===== src/rtl/fde_pkg.sv =====
package fde_pkg;

    localparam int OPC_W = 8;

    localparam logic [OPC_W-1:0] OPC_HALT = 8'd0;
    localparam logic [OPC_W-1:0] OPC_CMP  = 8'd1;
    localparam logic [OPC_W-1:0] OPC_LOAD = 8'd2;
    localparam logic [OPC_W-1:0] OPC_STOR = 8'd3;
    localparam logic [OPC_W-1:0] OPC_MOVE = 8'd4;
    localparam logic [OPC_W-1:0] OPC_JMP  = 8'd5;
    localparam logic [OPC_W-1:0] OPC_JGT  = 8'd6;
    localparam logic [OPC_W-1:0] OPC_JEQ  = 8'd7;
    localparam logic [OPC_W-1:0] OPC_JLT  = 8'd8;
    localparam logic [OPC_W-1:0] OPC_ADD  = 8'd9;

    typedef enum logic [3:0] {
        K_HALT, K_LOAD, K_STORE, K_MOVE, K_ADD, K_CMP,
        K_JMP, K_JGT, K_JEQ, K_JLT
    } op_kind_e;

    typedef struct packed {
        op_kind_e   kind;
        logic [1:0] n_addr;
    } dec_t;

    typedef enum logic [3:0] {
        ST_FETCH_OP, ST_GET_OP,
        ST_FETCH_A1, ST_GET_A1,
        ST_FETCH_A2, ST_GET_A2,
        ST_EXEC,
        ST_READ_X, ST_GET_X,
        ST_READ_Y, ST_GET_Y,
        ST_PUT_Y,
        ST_HALTED
    } seq_state_e;

endpackage


===== src/rtl/fde_decode.sv =====
module fde_decode
    import fde_pkg::*;
#(
    parameter int WORD_W = 8
) (
    input  logic [WORD_W-1:0] opcode,
    output dec_t              dec
);
    always_comb begin
        dec = '{kind: K_HALT, n_addr: 2'd0};
        unique case (opcode)
            WORD_W'(OPC_LOAD): dec = '{kind: K_LOAD,  n_addr: 2'd1};
            WORD_W'(OPC_STOR): dec = '{kind: K_STORE, n_addr: 2'd1};
            WORD_W'(OPC_JMP):  dec = '{kind: K_JMP,   n_addr: 2'd1};
            WORD_W'(OPC_JGT):  dec = '{kind: K_JGT,   n_addr: 2'd1};
            WORD_W'(OPC_JEQ):  dec = '{kind: K_JEQ,   n_addr: 2'd1};
            WORD_W'(OPC_JLT):  dec = '{kind: K_JLT,   n_addr: 2'd1};
            WORD_W'(OPC_MOVE): dec = '{kind: K_MOVE,  n_addr: 2'd2};
            WORD_W'(OPC_ADD):  dec = '{kind: K_ADD,   n_addr: 2'd2};
            WORD_W'(OPC_CMP):  dec = '{kind: K_CMP,   n_addr: 2'd2};
            default:           dec = '{kind: K_HALT,  n_addr: 2'd0};
        endcase
    end
endmodule


===== src/rtl/fde_alu.sv =====
module fde_alu #(
    parameter int WORD_W = 8
) (
    input  logic [WORD_W-1:0] lhs,
    input  logic [WORD_W-1:0] rhs,
    output logic [WORD_W-1:0] sum,
    output logic              is_gt,
    output logic              is_eq,
    output logic              is_lt
);
    always_comb begin
        sum   = lhs + rhs;
        is_gt = lhs > rhs;
        is_eq = lhs == rhs;
        is_lt = lhs < rhs;
    end
endmodule


===== src/rtl/fde_ccr.sv =====
module fde_ccr (
    input  logic clk,
    input  logic rst_n,
    input  logic upd,
    input  logic gt_in,
    input  logic eq_in,
    input  logic lt_in,
    output logic gt_q,
    output logic eq_q,
    output logic lt_q
);
    always_ff @(posedge clk or negedge rst_n) begin
        if (!rst_n) begin
            gt_q <= 1'b0;
            eq_q <= 1'b0;
            lt_q <= 1'b0;
        end else if (upd) begin
            gt_q <= gt_in;
            eq_q <= eq_in;
            lt_q <= lt_in;
        end
    end
endmodule


===== src/rtl/fde_sequencer.sv =====
module fde_sequencer
    import fde_pkg::*;
#(
    parameter int WORD_W = 8
) (
    input  logic              clk,
    input  logic              rst_n,
    output logic [WORD_W-1:0] mem_addr,
    output logic              mem_rd,
    output logic              mem_wr,
    output logic [WORD_W-1:0] mem_wdata,
    input  logic [WORD_W-1:0] mem_rdata,
    output logic [WORD_W-1:0] acc,
    output logic [WORD_W-1:0] pc,
    output logic              cond_gt,
    output logic              cond_eq,
    output logic              cond_lt,
    output logic              halted
);
    localparam logic [WORD_W-1:0] ONE = WORD_W'(1);

    seq_state_e        state, state_nx;
    logic [WORD_W-1:0] ir_op, a1, a2, tmp;
    logic [WORD_W-1:0] dec_in, sum;
    dec_t              dec;
    logic              alu_gt, alu_eq, alu_lt;
    logic              ccr_upd, taken;

    assign dec_in = (state == ST_GET_OP) ? mem_rdata : ir_op;

    fde_decode #(.WORD_W(WORD_W)) u_dec (.opcode(dec_in), .dec(dec));

    fde_alu #(.WORD_W(WORD_W)) u_alu (
        .lhs(tmp), .rhs(mem_rdata), .sum(sum),
        .is_gt(alu_gt), .is_eq(alu_eq), .is_lt(alu_lt)
    );

    fde_ccr u_ccr (
        .clk(clk), .rst_n(rst_n), .upd(ccr_upd),
        .gt_in(alu_gt), .eq_in(alu_eq), .lt_in(alu_lt),
        .gt_q(cond_gt), .eq_q(cond_eq), .lt_q(cond_lt)
    );

    always_comb begin
        unique case (dec.kind)
            K_JMP:   taken = 1'b1;
            K_JGT:   taken = cond_gt;
            K_JEQ:   taken = cond_eq;
            K_JLT:   taken = cond_lt;
            default: taken = 1'b0;
        endcase
    end

    // state register
    always_ff @(posedge clk or negedge rst_n) begin
        if (!rst_n) state <= ST_FETCH_OP;
        else        state <= state_nx;
    end

    // next-state logic
    always_comb begin
        state_nx = state;
        unique case (state)
            ST_FETCH_OP: state_nx = ST_GET_OP;
            ST_GET_OP:   state_nx = (dec.n_addr == 2'd0) ? ST_HALTED : ST_FETCH_A1;
            ST_FETCH_A1: state_nx = ST_GET_A1;
            ST_GET_A1:   state_nx = (dec.n_addr == 2'd2) ? ST_FETCH_A2 : ST_EXEC;
            ST_FETCH_A2: state_nx = ST_GET_A2;
            ST_GET_A2:   state_nx = ST_EXEC;
            ST_EXEC: begin
                unique case (dec.kind)
                    K_LOAD, K_MOVE, K_ADD, K_CMP: state_nx = ST_READ_X;
                    default:                      state_nx = ST_FETCH_OP;
                endcase
            end
            ST_READ_X:   state_nx = ST_GET_X;
            ST_GET_X: begin
                unique case (dec.kind)
                    K_LOAD:  state_nx = ST_FETCH_OP;
                    K_MOVE:  state_nx = ST_PUT_Y;
                    default: state_nx = ST_READ_Y;
                endcase
            end
            ST_READ_Y:   state_nx = ST_GET_Y;
            ST_GET_Y:    state_nx = ST_FETCH_OP;
            ST_PUT_Y:    state_nx = ST_FETCH_OP;
            ST_HALTED:   state_nx = ST_HALTED;
            default:     state_nx = ST_HALTED;
        endcase
    end

    // decoded strobes
    always_comb begin
        mem_addr  = pc;
        mem_rd    = 1'b0;
        mem_wr    = 1'b0;
        mem_wdata = acc;
        ccr_upd   = 1'b0;
        unique case (state)
            ST_FETCH_OP, ST_FETCH_A1, ST_FETCH_A2: mem_rd = 1'b1;
            ST_EXEC: begin
                if (dec.kind == K_STORE) begin
                    mem_addr = a1;
                    mem_wr   = 1'b1;
                end
            end
            ST_READ_X: begin
                mem_addr = a1;
                mem_rd   = 1'b1;
            end
            ST_READ_Y: begin
                mem_addr = a2;
                mem_rd   = 1'b1;
            end
            ST_GET_Y: begin
                mem_addr = a2;
                if (dec.kind == K_ADD) begin
                    mem_wr    = 1'b1;
                    mem_wdata = sum;
                end else begin
                    ccr_upd = 1'b1;
                end
            end
            ST_PUT_Y: begin
                mem_addr  = a2;
                mem_wr    = 1'b1;
                mem_wdata = tmp;
            end
            default: ;
        endcase
    end

    assign halted = (state == ST_HALTED);

    // datapath registers
    always_ff @(posedge clk or negedge rst_n) begin
        if (!rst_n) begin
            pc    <= '0;
            ir_op <= '0;
            a1    <= '0;
            a2    <= '0;
            tmp   <= '0;
            acc   <= '0;
        end else begin
            unique case (state)
                ST_GET_OP: begin
                    ir_op <= mem_rdata;
                    pc    <= pc + ONE;
                end
                ST_GET_A1: begin
                    a1 <= mem_rdata;
                    pc <= pc + ONE;
                end
                ST_GET_A2: begin
                    a2 <= mem_rdata;
                    pc <= pc + ONE;
                end
                ST_EXEC: if (taken) pc <= a1;
                ST_GET_X: begin
                    if (dec.kind == K_LOAD) acc <= mem_rdata;
                    else                    tmp <= mem_rdata;
                end
                default: ;
            endcase
        end
    end
endmodule


===== config.mk =====
export PLATFORM = sky130hd
export DESIGN_NAME = fde_sequencer
export DESIGN_NICKNAME = d
export VERILOG_FILES = /design/src/rtl/fde_pkg.sv /design/src/rtl/fde_decode.sv /design/src/rtl/fde_alu.sv /design/src/rtl/fde_ccr.sv /design/src/rtl/fde_sequencer.sv
export SDC_FILE = /design/constraint.sdc
export NUM_CORES = 1
export LEC_CHECK = 0
export CORE_MARGIN = 2
export CORE_UTILIZATION = 44
export DETAILED_ROUTE_END_ITERATION = 12
export DONT_BUFFER_PORTS = 1
export GPL_ROUTABILITY_DRIVEN = 0
export HOLD_SLACK_MARGIN = 0.1
export RECOVER_POWER = 50
export SLEW_MARGIN = 10
export SYNTH_ARGS = -nofsm -noshare
export SYNTH_HDL_FRONTEND = slang
export SYNTH_SLANG_ARGS = --single-unit

===== constraint.sdc =====
create_clock -name clk -period 10.4 [get_ports clk]
set_input_delay 1.56 -clock clk [delete_from_list [all_inputs] [get_ports clk]]
set_output_delay 1.56 -clock clk [all_outputs]
set_load 0.005 [all_outputs]

==> impl_metrics.tcl <==
set metrics [dict create \
    synth-simple-area-share_pct 18.67 \
    wl_per_cell_microns 19.59 \
    post-cts-setup-buffers 0 \
    clock.fmax_ghz 0.1525 \
    clock_skew_ns 0.005872 \
    r2r_slack_ns 5.75 \
    synth_compound_area_share_pct 21.34 \
    dp_cells 514 \
    fin_setup_tns_ns 0 \
    tightest_slew_ns 1.026 \
    antenna_found_initial 0 \
    grt.met3_usage_pct 3.794 \
    status "complete, no violations" \
    crit_path_start_kind "flop" \
    postCtsResizedCells 0 \
    setup_ws_ns 3.842 \
    viasPerCell 6.201 \
    groute.usage.overall_pct 21.59 \
    maxCapViolCount 0 \
    die_x_microns 98.00 \
    p_leak_uw 0.001689 \
    whs_endpoint "ir_op[6]$_DFF_PN0_" \
    ys_warn_count 0 \
    netlist_area_sq_mm 0.003887 \
    fp-row-count 34 \
    finalSetupViolations 0 \
    r2r_cells 11 \
    wl_mm 10.23 \
    start_util_pct 45.02 \
    syn_inst 426 \
    ioPinCount 48 \
    grt_pass1_wl_mm 16.76 \
    cts_made_buffers 5 \
    clkLatencyLatePin_ns 0.31 \
    ys_ff_latch 55 \
    clock_path_buffers 2 \
    ys.flop_type "dfrtp_1" \
    fin_util_pct 46.71 \
    grt_overflow_total 0 \
    period_share_pct 63.06 \
    path_class "flop to output pin" \
    synth-xor-area-share_pct 1.352 \
    synth_area_per_cell_sq_um 9.126 \
    synthArstFlopShare_pct 100.0 \
    yosysTopAreaCellShare_pct 35.40 \
    grt_util_met1_pct 29.34 \
    clkSinkCount 55 \
    muxShareOfSynthArea_pct 11.88 \
    arrival_ns 5.00 \
    drc_errors 0 \
    hold_path_depth 2 \
    grt_pass1_vias 3209 \
    power.density_mw_per_mm2 283.8 \
    cts_hold_buf 0 \
    final-max-slew-violation-count 0 \
    drive_gt1_share_pct 10.87 \
    cts_max_level 2 \
    seq_area_frac_synth_pct 35.40 \
    synth_cell_type_count 67 \
    pre_cts_ws_ns 4.565 \
    synth_area_leader_cell "dfrtp_1" \
    core_sq_mm 0.008636 \
    critPathCaptureType "output pin" \
    r2r_start "state[0]$_DFF_PN0_" \
    first_iter_violations 207 \
    synth_edf_count 0 \
    synth_fp_nets 454 \
    ir_drop_v 0.0001160 \
    hold_path_class "flop to flop" \
    die-area_sq_mm 0.009603 \
    hpwlAfterDp_mm 7.414 \
    hold_violations 0 \
    cts_tree "done" \
    cts.reportedPaths.clkPinSlew_ns 0.11 \
    hold_start "ir_op[6]$_DFF_PN0_" \
    rsz0062_at_grt "no" \
    syn2layout_area_growth_pct 3.766 \
    gr-usage-met2_pct 35.83 \
    fin_cells 522 \
    ant_nets 0 \
    period_needed_ns 6.558 \
    required_ns 8.84 \
    root_buffer "clkbuf_8" \
    hold_slack_ns 0.4895 \
    nets 441 \
    grt_max_degree 56 \
    synth_area_leaders "dfrtp_1 (35%), ha_1 (5.5%), mux2_2 (5.2%)" \
    numPortBuffers 0 \
    routed-via-count 3237 \
    nFillCells 819 \
    die_height_microns 98.00 \
    firstDrtPassIters 4 \
    diodes 0 \
    rr_endpoint "pc[5]$_DFFE_PN0P_" \
    busiest_layer "met2" \
    cp_max_fo 23 \
    synth_top_family_by_area "compound AO/OA/AOI/OAI gates" \
    slew_headroom_pct 31.45 \
    synth_adder_area_share_pct 5.986 \
]
-- critical path, stage by stage (launching register included) --
cell and delay [ns]:
dfrtp_1 0.83, or4b_1 0.88, mux2i_1 0.42, inv_1 0.11, ha_1 0.37, or2_1 0.24, a32o_1 0.26, mux2_4 0.30
o21ai_0 0.34, nand3_1 0.13, nor2_1 0.47, a221o_1 0.31
-- synth_stat cells (all sizes together) (9+ instances only) --
| cell | count |
|---|---|
| a21oi | 20 |
| a221o | 15 |
| a22oi | 10 |
| buf | 10 |
| clkbuf | 12 |
| dfrtp | 55 |
| ha | 17 |
| inv | 25 |
| mux2 | 33 |
| nand2 | 33 |
| nand3 | 9 |
| nor2 | 38 |
| nor3 | 19 |
| o21ai | 39 |
-- cells in the final DEF, fill, tap and decap left out, drive strengths merged, types with 2 or more instances in the layout --
cell type and instances:
a221o 15, nand3b 2, and2 3, nor2b 5
a21oi 20, nand2 33, a211oi 4, o21ai 39
or4 2, nand4 5, ha 17, xnor2 5
mux2 33, or4b 2, nor3 19, a31oi 2
clkinv 2, nor4b 2, o221a 2, a221oi 2
mux2i 7, nand2b 8, and3 5, o31ai 3
o21bai 2, nor2 38, nand3 9, o22ai 6
dfrtp 55, clkbuf 6, or2 3, inv 26
o221ai 2, a22oi 10
-- worst max-delay path by stage --
stage | from | endpoint | slack (ns) | cells past startpoint
after floorplan | mem_rdata[1] | mem_addr[0] | 4.60 | 12
after global placement | mem_rdata[1] | mem_addr[6] | 4.64 | 10
after detailed placement | mem_rdata[1] | mem_addr[6] | 4.56 | 10
after CTS | state[0]$_DFF_PN0_ | mem_addr[6] | 4.27 | 11
after global routing | state[0]$_DFF_PN0_ | mem_addr[6] | 3.60 | 11
final | state[0]$_DFF_PN0_ | mem_addr[6] | 3.84 | 11
-- where the power goes --
part | internal, uW | switching [uW] | total [uW]
Clock | 73.2 | 77.1 | 150
Combinational | 246 | 301 | 547
Sequential | 305 | 142 | 447
-- area by class of cell --
class,count,area (sq um),share of cell area (%)
multi-input cells,323,2297,56.95
flip-flops and latches,55,1376,34.12
well taps,108,135.1,3.350
inverters,26,97.59,2.419
clock buffers,5,68.82,1.706
clock inverters,3,47.55,1.179
repair buffers,2,11.26,0.2792
-- cell families after synthesis --
logic type / count (synthesis)
XOR/XNOR: 6
AND/OR/NAND/NOR: 140
buffers and inverters: 48
adder cells (fa/ha/maj): 18
multiplexers: 40
flip-flops: 55
AO/OA/AOI/OAI: 119
-- metrics by stage --
| stage | power [uW] | area (sq um) |
|---|---|---|
| final | 1145 | 4034 |
| after detailed placement | 996.5 | 3933 |
| after floorplan | 867.6 | 3887 |
| after global routing | 1242 | 4034 |
| after global placement | 986.3 | 3933 |
| after CTS | 1150 | 4049 |
-- per-layer routing --
layer / share of wire [%] / vias up
li1: - / 1536
met1: 44 / 1585
met2: 48 / 99
met5: 0 / -
met4: 2.0 / 0
met3: 5.7 / 17
-- registers in the layout, indices dropped and copies added, names as in the netlist --
register    count
a2              8
tmp             8
state           4
acc             8
u_ccr.gt_q      1
u_ccr.lt_q      1
u_ccr.eq_q      1
a1              8
ir_op           8
pc              8
(Power assumes the default switching activity.)
